--- config.mk ---
export PLATFORM = sky130hd
export DESIGN_NAME = be_lane_unit
export DESIGN_NICKNAME = d
export VERILOG_FILES = /design/src/rtl/be_lane_pkg.sv /design/src/rtl/be_align_check.sv /design/src/rtl/be_store_lane.sv /design/src/rtl/be_load_extract.sv /design/src/rtl/be_lane_unit.sv
export SDC_FILE = /design/constraint.sdc
export NUM_CORES = 1
export LEC_CHECK = 0
export ABC_CLOCK_PERIOD_IN_PS = 2100
export CAP_MARGIN = 20
export CORE_ASPECT_RATIO = 2
export CORE_MARGIN = 8
export CORE_UTILIZATION = 32
export CTS_CLUSTER_SIZE = 16
export DETAILED_ROUTE_END_ITERATION = 8
export MAX_ROUTING_LAYER = met4
export PLACE_DENSITY = 0.93
export SLEW_MARGIN = 20
export SYNTH_ARGS = -nofsm -noshare
export SYNTH_HDL_FRONTEND = slang
export SYNTH_SLANG_ARGS = --single-unit
--- constraint.sdc ---
create_clock -name clk -period 2.1 [get_ports clk]
set_clock_uncertainty 0.05 [all_clocks]
set_input_delay 0.42 -clock clk [delete_from_list [all_inputs] [get_ports clk]]
set_output_delay 0.42 -clock clk [all_outputs]
set_load 0.05 [all_outputs]
--- src/rtl/be_lane_pkg.sv ---
// Shared types for the big-endian byte lane unit.
// Assumes a two-bit access size field on both load and store requests.
package be_lane_pkg;
    typedef enum logic [1:0] {
        SZ_BYTE = 2'b00,
        SZ_HALF = 2'b01,
        SZ_WORD = 2'b10,
        SZ_RSVD = 2'b11
    } acc_size_e;
endpackage

--- src/rtl/be_align_check.sv ---
// Decides whether a byte offset suits an access size.
// Assumes a word spans 2**OFF_W bytes; the reserved size always counts as misaligned.
module be_align_check
    import be_lane_pkg::*;
#(
    parameter int OFF_W = 2
) (
    input  logic [1:0]       size,
    input  logic [OFF_W-1:0] off,
    output logic             misal
);
    // Alignment rule for each access size
    always_comb begin
        case (acc_size_e'(size))
            SZ_BYTE: misal = 1'b0;
            SZ_HALF: misal = off[0];
            SZ_WORD: misal = |off;
            default: misal = 1'b1;
        endcase
    end
endmodule

--- src/rtl/be_store_lane.sv ---
// Builds the per-byte write enables and the lane-replicated write data for a store.
// Assumes big-endian lanes: byte offset k lives in lane BYTES-1-k, and lane g is bits 8g+7:8g.
module be_store_lane
    import be_lane_pkg::*;
#(
    parameter int DATA_W = 32
) (
    input  logic               req,
    input  logic [1:0]         size,
    input  logic [$clog2(DATA_W/8)-1:0] off,
    input  logic               misal,
    input  logic [DATA_W-1:0]  data,
    output logic [DATA_W/8-1:0] wen,
    output logic [DATA_W-1:0]  wdata
);
    localparam int BYTES = DATA_W / 8;
    localparam int OFF_W = $clog2(BYTES);

    genvar g;
    generate
        for (g = 0; g < BYTES; g++) begin : g_lane
            localparam logic [OFF_W-1:0] LANE_OFF = OFF_W'(BYTES - 1 - g);
            logic hit;
            // Does this lane belong to the addressed byte, halfword or word
            always_comb begin
                case (acc_size_e'(size))
                    SZ_BYTE: hit = (off == LANE_OFF);
                    SZ_HALF: hit = (off[OFF_W-1:1] == LANE_OFF[OFF_W-1:1]);
                    SZ_WORD: hit = 1'b1;
                    default: hit = 1'b0;
                endcase
            end
            assign wen[g] = req & ~misal & hit;
        end
    endgenerate

    // Copy the narrow value into every lane position
    always_comb begin
        case (acc_size_e'(size))
            SZ_BYTE: wdata = {BYTES{data[7:0]}};
            SZ_HALF: wdata = {(BYTES/2){data[15:0]}};
            default: wdata = data;
        endcase
    end
endmodule

--- src/rtl/be_load_extract.sv ---
// Selects the addressed byte or halfword from a returned word and extends it.
// Assumes big-endian order: offset 0 is the most significant byte. Misaligned
// halfword offsets are rounded down here; the caller masks the result.
module be_load_extract
    import be_lane_pkg::*;
#(
    parameter int DATA_W = 32
) (
    input  logic [DATA_W-1:0]          word,
    input  logic [1:0]                 size,
    input  logic [$clog2(DATA_W/8)-1:0] off,
    input  logic                       sgn,
    output logic [DATA_W-1:0]          value
);
    localparam int BYTES = DATA_W / 8;
    localparam int OFF_W = $clog2(BYTES);

    logic [DATA_W-1:0] byte_shift;
    logic [DATA_W-1:0] half_shift;
    logic [7:0]        sel_b;
    logic [15:0]       sel_h;
    logic [OFF_W-1:0]  off_h;

    // Move the addressed byte and halfword down to bit 0
    always_comb begin
        off_h      = {off[OFF_W-1:1], 1'b0};
        byte_shift = word >> (8 * (BYTES - 1 - int'(off)));
        half_shift = word >> (8 * (BYTES - 2 - int'(off_h)));
        sel_b      = byte_shift[7:0];
        sel_h      = half_shift[15:0];
    end

    // Apply sign or zero extension for the access size
    always_comb begin
        case (acc_size_e'(size))
            SZ_BYTE: value = {{(DATA_W-8){sgn & sel_b[7]}}, sel_b};
            SZ_HALF: value = {{(DATA_W-16){sgn & sel_h[15]}}, sel_h};
            default: value = word;
        endcase
    end
endmodule

--- src/rtl/be_lane_unit.sv ---
// Big-endian load/store byte lane unit. The store path is combinational and
// drives the memory in the request cycle; load results are registered and
// returned one cycle later with a valid strobe.
// Assumes a synchronous active-low reset and a memory that is word wide.
module be_lane_unit #(
    parameter int DATA_W = 32,
    parameter int ADDR_W = 32
) (
    input  logic              clk,
    input  logic              rst_n,
    input  logic              st_req,
    input  logic [ADDR_W-1:0] st_addr,
    input  logic [1:0]        st_size,
    input  logic [DATA_W-1:0] st_data,
    output logic [ADDR_W-1:0] mem_addr,
    output logic [DATA_W/8-1:0] mem_wen,
    output logic [DATA_W-1:0] mem_wdata,
    output logic              st_misalign,
    input  logic              ld_req,
    input  logic [1:0]        ld_size,
    input  logic              ld_signed,
    input  logic [$clog2(DATA_W/8)-1:0] ld_offset,
    input  logic [DATA_W-1:0] ld_word,
    output logic              ld_valid,
    output logic [DATA_W-1:0] ld_data,
    output logic              ld_misalign
);
    localparam int BYTES = DATA_W / 8;
    localparam int OFF_W = $clog2(BYTES);

    logic              st_mis_raw;
    logic              ld_mis_raw;
    logic [DATA_W-1:0] ld_value;

    assign mem_addr    = {st_addr[ADDR_W-1:OFF_W], {OFF_W{1'b0}}};
    assign st_misalign = st_req & st_mis_raw;

    be_align_check #(.OFF_W(OFF_W)) u_st_align (
        .size  (st_size),
        .off   (st_addr[OFF_W-1:0]),
        .misal (st_mis_raw)
    );

    be_align_check #(.OFF_W(OFF_W)) u_ld_align (
        .size  (ld_size),
        .off   (ld_offset),
        .misal (ld_mis_raw)
    );

    be_store_lane #(.DATA_W(DATA_W)) u_store (
        .req   (st_req),
        .size  (st_size),
        .off   (st_addr[OFF_W-1:0]),
        .misal (st_mis_raw),
        .data  (st_data),
        .wen   (mem_wen),
        .wdata (mem_wdata)
    );

    be_load_extract #(.DATA_W(DATA_W)) u_load (
        .word  (ld_word),
        .size  (ld_size),
        .off   (ld_offset),
        .sgn   (ld_signed),
        .value (ld_value)
    );

    // Register the load response and its strobe
    always_ff @(posedge clk) begin
        if (!rst_n) begin
            ld_valid    <= 1'b0;
            ld_data     <= '0;
            ld_misalign <= 1'b0;
        end else begin
            ld_valid <= ld_req;
            if (ld_req) begin
                ld_misalign <= ld_mis_raw;
                ld_data     <= ld_mis_raw ? '0 : ld_value;
            end
        end
    end
endmodule

Word-level counts from Yosys, hierarchy flattened

Cells that the tools add are included.

Bitwise gates (word level): 10
Equality and inequality tests: 7
Reductions and logical operators: 5
Add/sub/neg operators: 2
Shift-type cells: 2
Muxes and demuxes: 9

Operator list:

| cell                | count |
|---|---|
| $pmux 32 s2         | 2 |
| $mux 32             | 1 |
| $shr 32x32->16      | 1 |
| $shr 32x32->8       | 1 |
| $pmux 1 s3          | 6 |
| $and 1x1->1         | 8 |
| $eq 2x2->1 const B  | 4 |
| $eq 2x1->1 const B  | 3 |
| $logic_not 2->1     | 3 |
| $sub 2x2->3 const A | 2 |
| $reduce_or 2->1     | 2 |
| $not 1->1           | 2 |

Input bits: 107
Output and inout bits: 103
Register bits: 34
Logic and storage cells: 38

Depth between registers and ports, before layout

Gate-level depths: netlist (run 1).

Depth after elaboration: 5
Gate-level depth with buffers: 7
Gate-level depth less buffers: 5

Cells and area by module

From an unflattened synthesis (run 1), not the netlist that was laid out.

Cell total of the unflattened synthesis: 359
Area total of the unflattened synthesis: 3014.1 um^2

Modules (own cells, without submodules):

| module          | instances | area each (um^2) | sequential area each (um^2) | cells an instance |
|---|---|---|---|---|
| be_lane_unit    | 1         | 1686.6           | 680.7                       | 181 |
| be_load_extract | 1         | 798.3            | 0.0                         | 106 |
| be_store_lane   | 1         | 501.7            | 0.0                         | 66 |
| be_align_check  | 2         | 13.8             | 0.0                         | 3 |

Worst setup path after synthesis (run 1)

No wires, ideal clock.

Path type: input-to-output
Start point: input st_size[0]
End point: output st_misalign
Stages on the path: 4
Setup slack: -511 ps
Data arrival time: 2141 ps
Path buffers: 2
Required time: 1630 ps
Cells stage by stage: clkbuf_1 -> buf_2 -> a21oi_1 -> nor3b_1

Cells in the longest elaborated chain, start to end: 3

RTL lines:

| item                                     | RTL line             | source |
|---|---|---|
| start, declared                          | be_lane_unit.sv:13   | `input logic [1:0] st_size,` |
| $eq 2x2->1, or another cell as far along | be_align_check.sv:14 | `case (acc_size_e'(size))` |
| $pmux 1 s3 (*)                           | be_align_check.sv:14 |  |
| $and 1x1->1 (*)                          | be_lane_unit.sv:36   | `assign st_misalign = st_req & st_mis_raw;` |
| end, declared                            | be_lane_unit.sv:18   | `output logic st_misalign,` |

Mark *: on every way between the ends. The rest lies on a longest branch, timed or not.

Worst setup path after layout (run 1)

Start point: input st_size[1]
End point: output mem_wdata[9]

Cells in the longest elaborated chain, start to end: 2

RTL lines:

| item                                          | RTL line            | source |
|---|---|---|
| $eq 2x1->1 or $logic_not 2->1 (tied branches) | be_store_lane.sv:39 | `case (acc_size_e'(size))` |
| $pmux 32 s2 (*)                               | be_store_lane.sv:39 |  |
| end, declared                                 | be_lane_unit.sv:17  | `output logic [DATA_W-1:0] mem_wdata,` |

Marks and branches as above.

==> impl_metrics.tcl, run 1 <==
set metrics [dict create \
    die_width_um 76.77 \
    synth_top_area_share 0.2880 \
    hold_viol 0 \
    grt_pass1_wl_um 15450 \
    placed_area_sq_mm 0.003986 \
    drive_gt1_frac 0.2886 \
    cp.required_ns 1.63 \
    synth_seq_cells 34 \
    rows 44 \
    critical_path_buf_inv_count 3 \
    p_sw_frac 0.3411 \
    synth_most_common_cell "buf_4" \
    h-tree-depth 2 \
    synth_seq_area_share 0.2880 \
    drv_slew 0 \
    period_minus_slack_ns 2.029 \
    power_density_mw_per_mm2 552.9 \
    wl_um 10330 \
    io_pins 210 \
    p_switching_mw 0.7864 \
    cp_max_fo 8 \
    ir_drop_mv 0.5488 \
    layout.nets 502 \
    synth.avg_cell_area_sq_um 8.754 \
    coreArea_sq_mm 0.007212 \
    rsz0062_at_grt "no" \
    max_stage_delay_ns 0.35 \
    netlist-cell-type-count 39 \
    insertion_delay_ns 0.28 \
    grtUsageTotal 0.1920 \
    netlist_area_sq_mm 0.002364 \
    clock_path_buffers 2 \
    final_util 0.5782 \
    grt_antenna_before_repair 2 \
    dp_hpwl_um 8446 \
    drtIter0Drc 134 \
    syn_to_final_growth_pct 76.44 \
    post-route-period-util 0.9661 \
    hold_class "flop to flop" \
    worstPathArrival_ns 1.56 \
    ys_warn_count 0 \
    p_leak_nw 1.687 \
    rrSetupSlack_ns 1.29 \
    synth_edf_count 0 \
    worst_pin_slew_ns 0.5369 \
    max-slew-margin-rel 0.6410 \
    routed_via_density 5.387 \
    synth_async_sr_flop_share 0 \
    setup_viol 0 \
    vias 2634 \
    place_congestion 0.8824 \
    synth_top_flop_cell "dfxtp_1" \
    critPathTopFamily "buffers and inverters" \
    grt_overflow_total 0 \
    numPortBuffers 147 \
    yosys.area.top_type "dfxtp_1" \
    drt_first_pass_iters 4 \
    die_h_um 137.5 \
    critPathKind "input port to output pin" \
    cts_root_buf "clkbuf_16" \
    synth_commonest_cells "buf_4 (41), dfxtp_1 (34), nand2_1 (23), mux2i_1 (17)" \
    initial_core_util 0.3277 \
    max_cap_viol_count 0 \
    drcViolationCount 0 \
    clkPwrFrac 0.298 \
    end_kind "output pin" \
    fin_area_sq_mm 0.004170 \
    syn_inst 270 \
    wl_per_cell_um 21.12 \
    cts_num_sinks 34 \
    clkSlewWorstSetupHoldPaths_ns 0.05 \
    fmax_mhz 492.9 \
    grt_pass1_vias 2834 \
    ys_top_cells_by_area "dfxtp_1 (29%), buf_4 (13%), mux2_2 (7.6%), mux2i_1 (7.2%), a221o_1 (6.8%)" \
    combPwrFrac 0.405 \
    grt_max_degree 33 \
    status "complete, no violations" \
    numCtsBuffers 5 \
    critPathSlowestCell "mux2_2" \
    worstPathCellList "dlygate4sd2_1 > nor2_2 > buf_6 > mux2_2 > buf_4" \
    p_seq_frac 0.297 \
    post-place-ws_ns -0.2462 \
    cts_tree "done" \
    p_int_mw 1.519 \
    ant_nets 0 \
    tns_ns 0 \
    die_area_sq_mm 0.01056 \
    setup_slack_ns 0.07113 \
    cp-start-kind "input port" \
]
## flip-flops by register name, indices dropped and copies added (netlist names)
signal and flops:
ld_data 32, ld_valid 1, ld_misalign 1
## through the flow
| step | hold WS [ns] | power [mW] | instances |
|---|---|---|---|
| 2_1_floorplan | 0.4982 | 1.334 | 271 |
| 3_3_place_gp | 0.3859 | 1.607 | 478 |
| 3_5_place_dp | 0.3953 | 1.623 | 478 |
| 4_1_cts | 0.4074 | 2.315 | 487 |
| 5_1_grt | 0.4311 | 2.384 | 489 |
| 6_report | 0.4016 | 2.306 | 489 |
## final timing paths
kind	cells after the start	endpoint	start
worst min-delay path	2	ld_data[1]	ld_data[1]
worst max-delay path	5	mem_wdata[9]	st_size[1]
worst min register to register	2	ld_data[1]	ld_data[1]
worst max register to register	1	ld_data[31]	ld_data[31]
## power by group through the flow
| stage | sequential [mW] | combinational (mW) | clock (mW) |
|---|---|---|---|
| final | 0.685 | 0.934 | 0.687 |
| after global routing | 0.687 | 0.976 | 0.721 |
| after CTS | 0.685 | 0.938 | 0.692 |
| after detailed placement | 0.698 | 0.925 | 0 |
| after global placement | 0.697 | 0.910 | 0 |
| after floorplan | 0.784 | 0.550 | 0 |
## cell families (layout without fill, tap and decap cells)
logic type | count (synthesis) | after routing | synth area share
AO/OA/AOI/OAI | 73 | 73 | 0.2388
buffers and inverters | 65 | 189 | 0.1800
other | 1 | 4 | 0.001587
XOR/XNOR | 1 | 1 | 0.003706
AND/OR/NAND/NOR | 62 | 62 | 0.1302
multiplexers | 34 | 34 | 0.1578
flip-flops | 34 | 34 | 0.2880
## final cells by class
type	instances	area, sq um
fill	598	3042
timing repair buffer	178	1911
multi-input combinational	172	1309
sequential	34	680.7
clock buffer	5	125.1
tap	92	115.1
inverter	4	15.01
clock inverter	2	10.01
antenna	2	5.005
## routing by layer
metal | track usage | vias to the layer above | routed length [um]
met3 | 0.07974 | 50 | 1140
met4 | 0.1121 | 0 | 479
met5 | - | - | 0
met2 | 0.3378 | 168 | 5194
met1 | 0.1685 | 1204 | 3514
li1 | - | 1212 | -
## tightest hold or removal path: cells and delay by family, from the launching register on
family | cells | cell delay, ns
flip-flops | 1 | 0.32
AND/OR/NAND/NOR | 1 | 0.05
AO/OA/AOI/OAI | 1 | 0.05
## cells in the final DEF (no fill, tap or decap), types with 2 or more instances in the layout
cell type	instances
a2111oi_2	2
a21oi_1	9
a221o_1	16
a221oi_1	2
a22o_1	2
a22oi_1	9
buf_12	25
buf_4	46
buf_6	2
clkbuf_16	5
clkbuf_2	2
clkdlybuf4s50_1	101
clkinv_2	2
conb_1	2
dfxtp_1	34
diode_2	2
inv_1	4
mux2_2	16
mux2i_1	17
nand2_1	23
nand2b_1	2
nor2_1	11
nor2b_1	2
nor2b_2	2
nor3_1	2
nor3_2	2
nor3b_1	2
nor3b_2	3
o211ai_1	8
o21ai_0	4
o21ai_1	7
o21ai_2	2
o221ai_1	2
o22ai_1	2
o31ai_1	5
or3_1	6
## timing repair
action | CTS | global route
cloned | 1 | 0
pin swaps | 1 | 4
endpoints found under the setup margin | 29 | 12
resized for setup | 9 | 7
buffers inserted | 1 | 0
hold buffers | 0 | 0
Power figures use the tool's default switching activity.
==> run 2: changes to the inputs <==
Settings changed: CORE_AREA set to 2 2 82 84, CORE_ASPECT_RATIO 2 to unset, CORE_MARGIN 8 to unset, CORE_UTILIZATION 32 to unset, DIE_AREA set to 0 0 84 86, DONT_BUFFER_PORTS set to 1, PLACE_DENSITY 0.93 to 0.63.
==> run 2 against run 1 <==
Register-to-register slack lost 0.27 ns. Non-clock buffer count shrank 163. Highest routed layer unchanged. Critical path depth shrank 2. Total power shrank 23%. Via count shrank 28%. Fmax grew 18%. Wire length shrank 31%.
==> impl_metrics.tcl, run 2 (synthesis results as in run 1) <==
set metrics [dict create \
    finalPower_mw 1.771 \
    max-slew-margin-rel 0.4166 \
    diodes 0 \
    hold-worst-slack_ns 0.2213 \
    vias 1903 \
    critical_path_buf_inv_count 1 \
    numPortBuffers 0 \
    grt_max_degree 33 \
    worst_pin_slew_ns 0.8751 \
    max_stage_delay_ns 0.47 \
    wl_per_cell_um 23.01 \
    placed_area_sq_mm 0.002196 \
    worstPathArrival_ns 1.24 \
    h-tree-depth 2 \
    routed_via_density 6.159 \
    layout.nets 339 \
    period_minus_slack_ns 1.714 \
    drive_gt1_frac 0.2155 \
    grtUsageTotal 0.1943 \
    whs_path_depth 1 \
    dp_hpwl_um 5612 \
    r2r_end "ld_data[13]" \
    largest_reg_flops 32 \
    drcViolationCount 0 \
    critPathSlowestCell "mux2_2" \
    hold_viol 0 \
    r2r_start "ld_data[13]" \
    die_width_um 84 \
    rows 29 \
    rrSetupSlack_ns 1.02 \
    syn_to_final_growth_pct -2.329 \
    critPathKind "input port to output pin" \
    initial_core_util 0.3765 \
    critPathTopFamily "multiplexers" \
    hold_class "input port to flop" \
    ff2ff_path_depth 2 \
    io_pins 210 \
    drv_slew 0 \
    worstPathCellList "nor2_1 > buf_4 > mux2_2" \
    insertion_delay_ns 0.28 \
    drtIter0Drc 103 \
    p_leak_nw 0.8700 \
    grt_pass1_vias 1850 \
    grt_pass1_wl_um 10550 \
    cp.required_ns 1.63 \
    drt_first_pass_iters 4 \
    grt_antenna_before_repair 0 \
    cts_setup_buffers 0 \
    clock_path_buffers 2 \
    cp-start-kind "input port" \
    rsz0062_at_grt "no" \
    met2_usage 0.3098 \
    largestRegisters "ld_data: 32 flops, ld_misalign: 1 flops, ld_valid: 1 flops" \
    grt_use_met3 0.09143 \
    hold_buffers 0 \
    max_cap_viol_count 0 \
    setup_viol 0 \
    wl_um 7109 \
    hp-start "ld_word[27]" \
    power_density_mw_per_mm2 767.0 \
    fin_area_sq_mm 0.002308 \
    top_usage_layer "met2" \
    coreArea_sq_mm 0.006277 \
    post-route-period-util 0.8160 \
    fmax_mhz 583.6 \
    cts_num_sinks 34 \
    use_met1 0.2223 \
    regMostFlops "ld_data" \
    tns_ns 0 \
    ir_drop_mv 0.5002 \
    nFillCells 652 \
    cts-resized-gates 0 \
    holdPathEnd "ld_data[27]" \
    layout_common_cells "dfxtp_1 (34), nand2_1 (23), mux2i_1 (17)" \
    place_congestion 0.8857 \
    status "complete, no violations" \
    die_h_um 86 \
    end_kind "output pin" \
    clkSlewWorstSetupHoldPaths_ns 0.07 \
    ant_nets 0 \
    cts_tree "done" \
    final_common_cell "dfxtp_1" \
    numCtsBuffers 5 \
    die_area_sq_mm 0.007224 \
    cp_max_fo 32 \
    cts_root_buf "clkbuf_8" \
    grt_overflow_total 0 \
]
run 2: final cells by class:
cell class	count	area [sq um]	share of cell area
clock buffers	6	82.58	0.03577
repair buffers	15	112.6	0.04878
inverters	4	15.01	0.006504
flip-flops and latches	34	680.7	0.2949
well taps	77	96.34	0.04173
clock inverters	1	30.03	0.01301
multi-input cells	172	1291	0.5594
run 2: where the power goes:
group / internal (mW) / switching [mW] / total (mW)
Sequential: 0.670 / 0.107 / 0.777
Clock: 0.380 / 0.241 / 0.621
Combinational: 0.121 / 0.252 / 0.373
run 2: per-stage QoR:
| stage | util | setup WS (ns) | instances |
|---|---|---|---|
| 2_1_floorplan | - | -0.05873 | 271 |
| 3_3_place_gp | 0.3498 | 0.2920 | 302 |
| 3_5_place_dp | 0.3498 | 0.2582 | 302 |
| 4_1_cts | 0.3678 | 0.3883 | 309 |
| 5_1_grt | 0.3678 | 0.3601 | 309 |
| 6_report | 0.3678 | 0.3864 | 309 |
run 2: worst max-delay path by stage:
stage                           from       endpoint  slack, ns  depth (start not counted)
after floorplan           st_size[0]  mem_wdata[24]      -0.06                          4
after global placement         rst_n     ld_data[8]       0.29                          5
after global routing      st_size[0]     mem_wen[0]       0.36                          4
final                     st_size[1]   mem_wdata[9]       0.39                          3
after detailed placement       rst_n    ld_data[14]       0.26                          5
after CTS                 st_size[1]   mem_wdata[9]       0.39                          3
run 2: worst reg2reg max path, delay by kind of cell, from the launching register on:
family / cells / cell delay (ns)
compound gates: 2 / 0.28
flops: 1 / 0.67
run 2: routing by layer:
layer | share of wire | vias up
met4 | 0.016 | 0
li1 | - | 875
met5 | 0 | -
met2 | 0.47 | 117
met1 | 0.39 | 892
met3 | 0.13 | 19
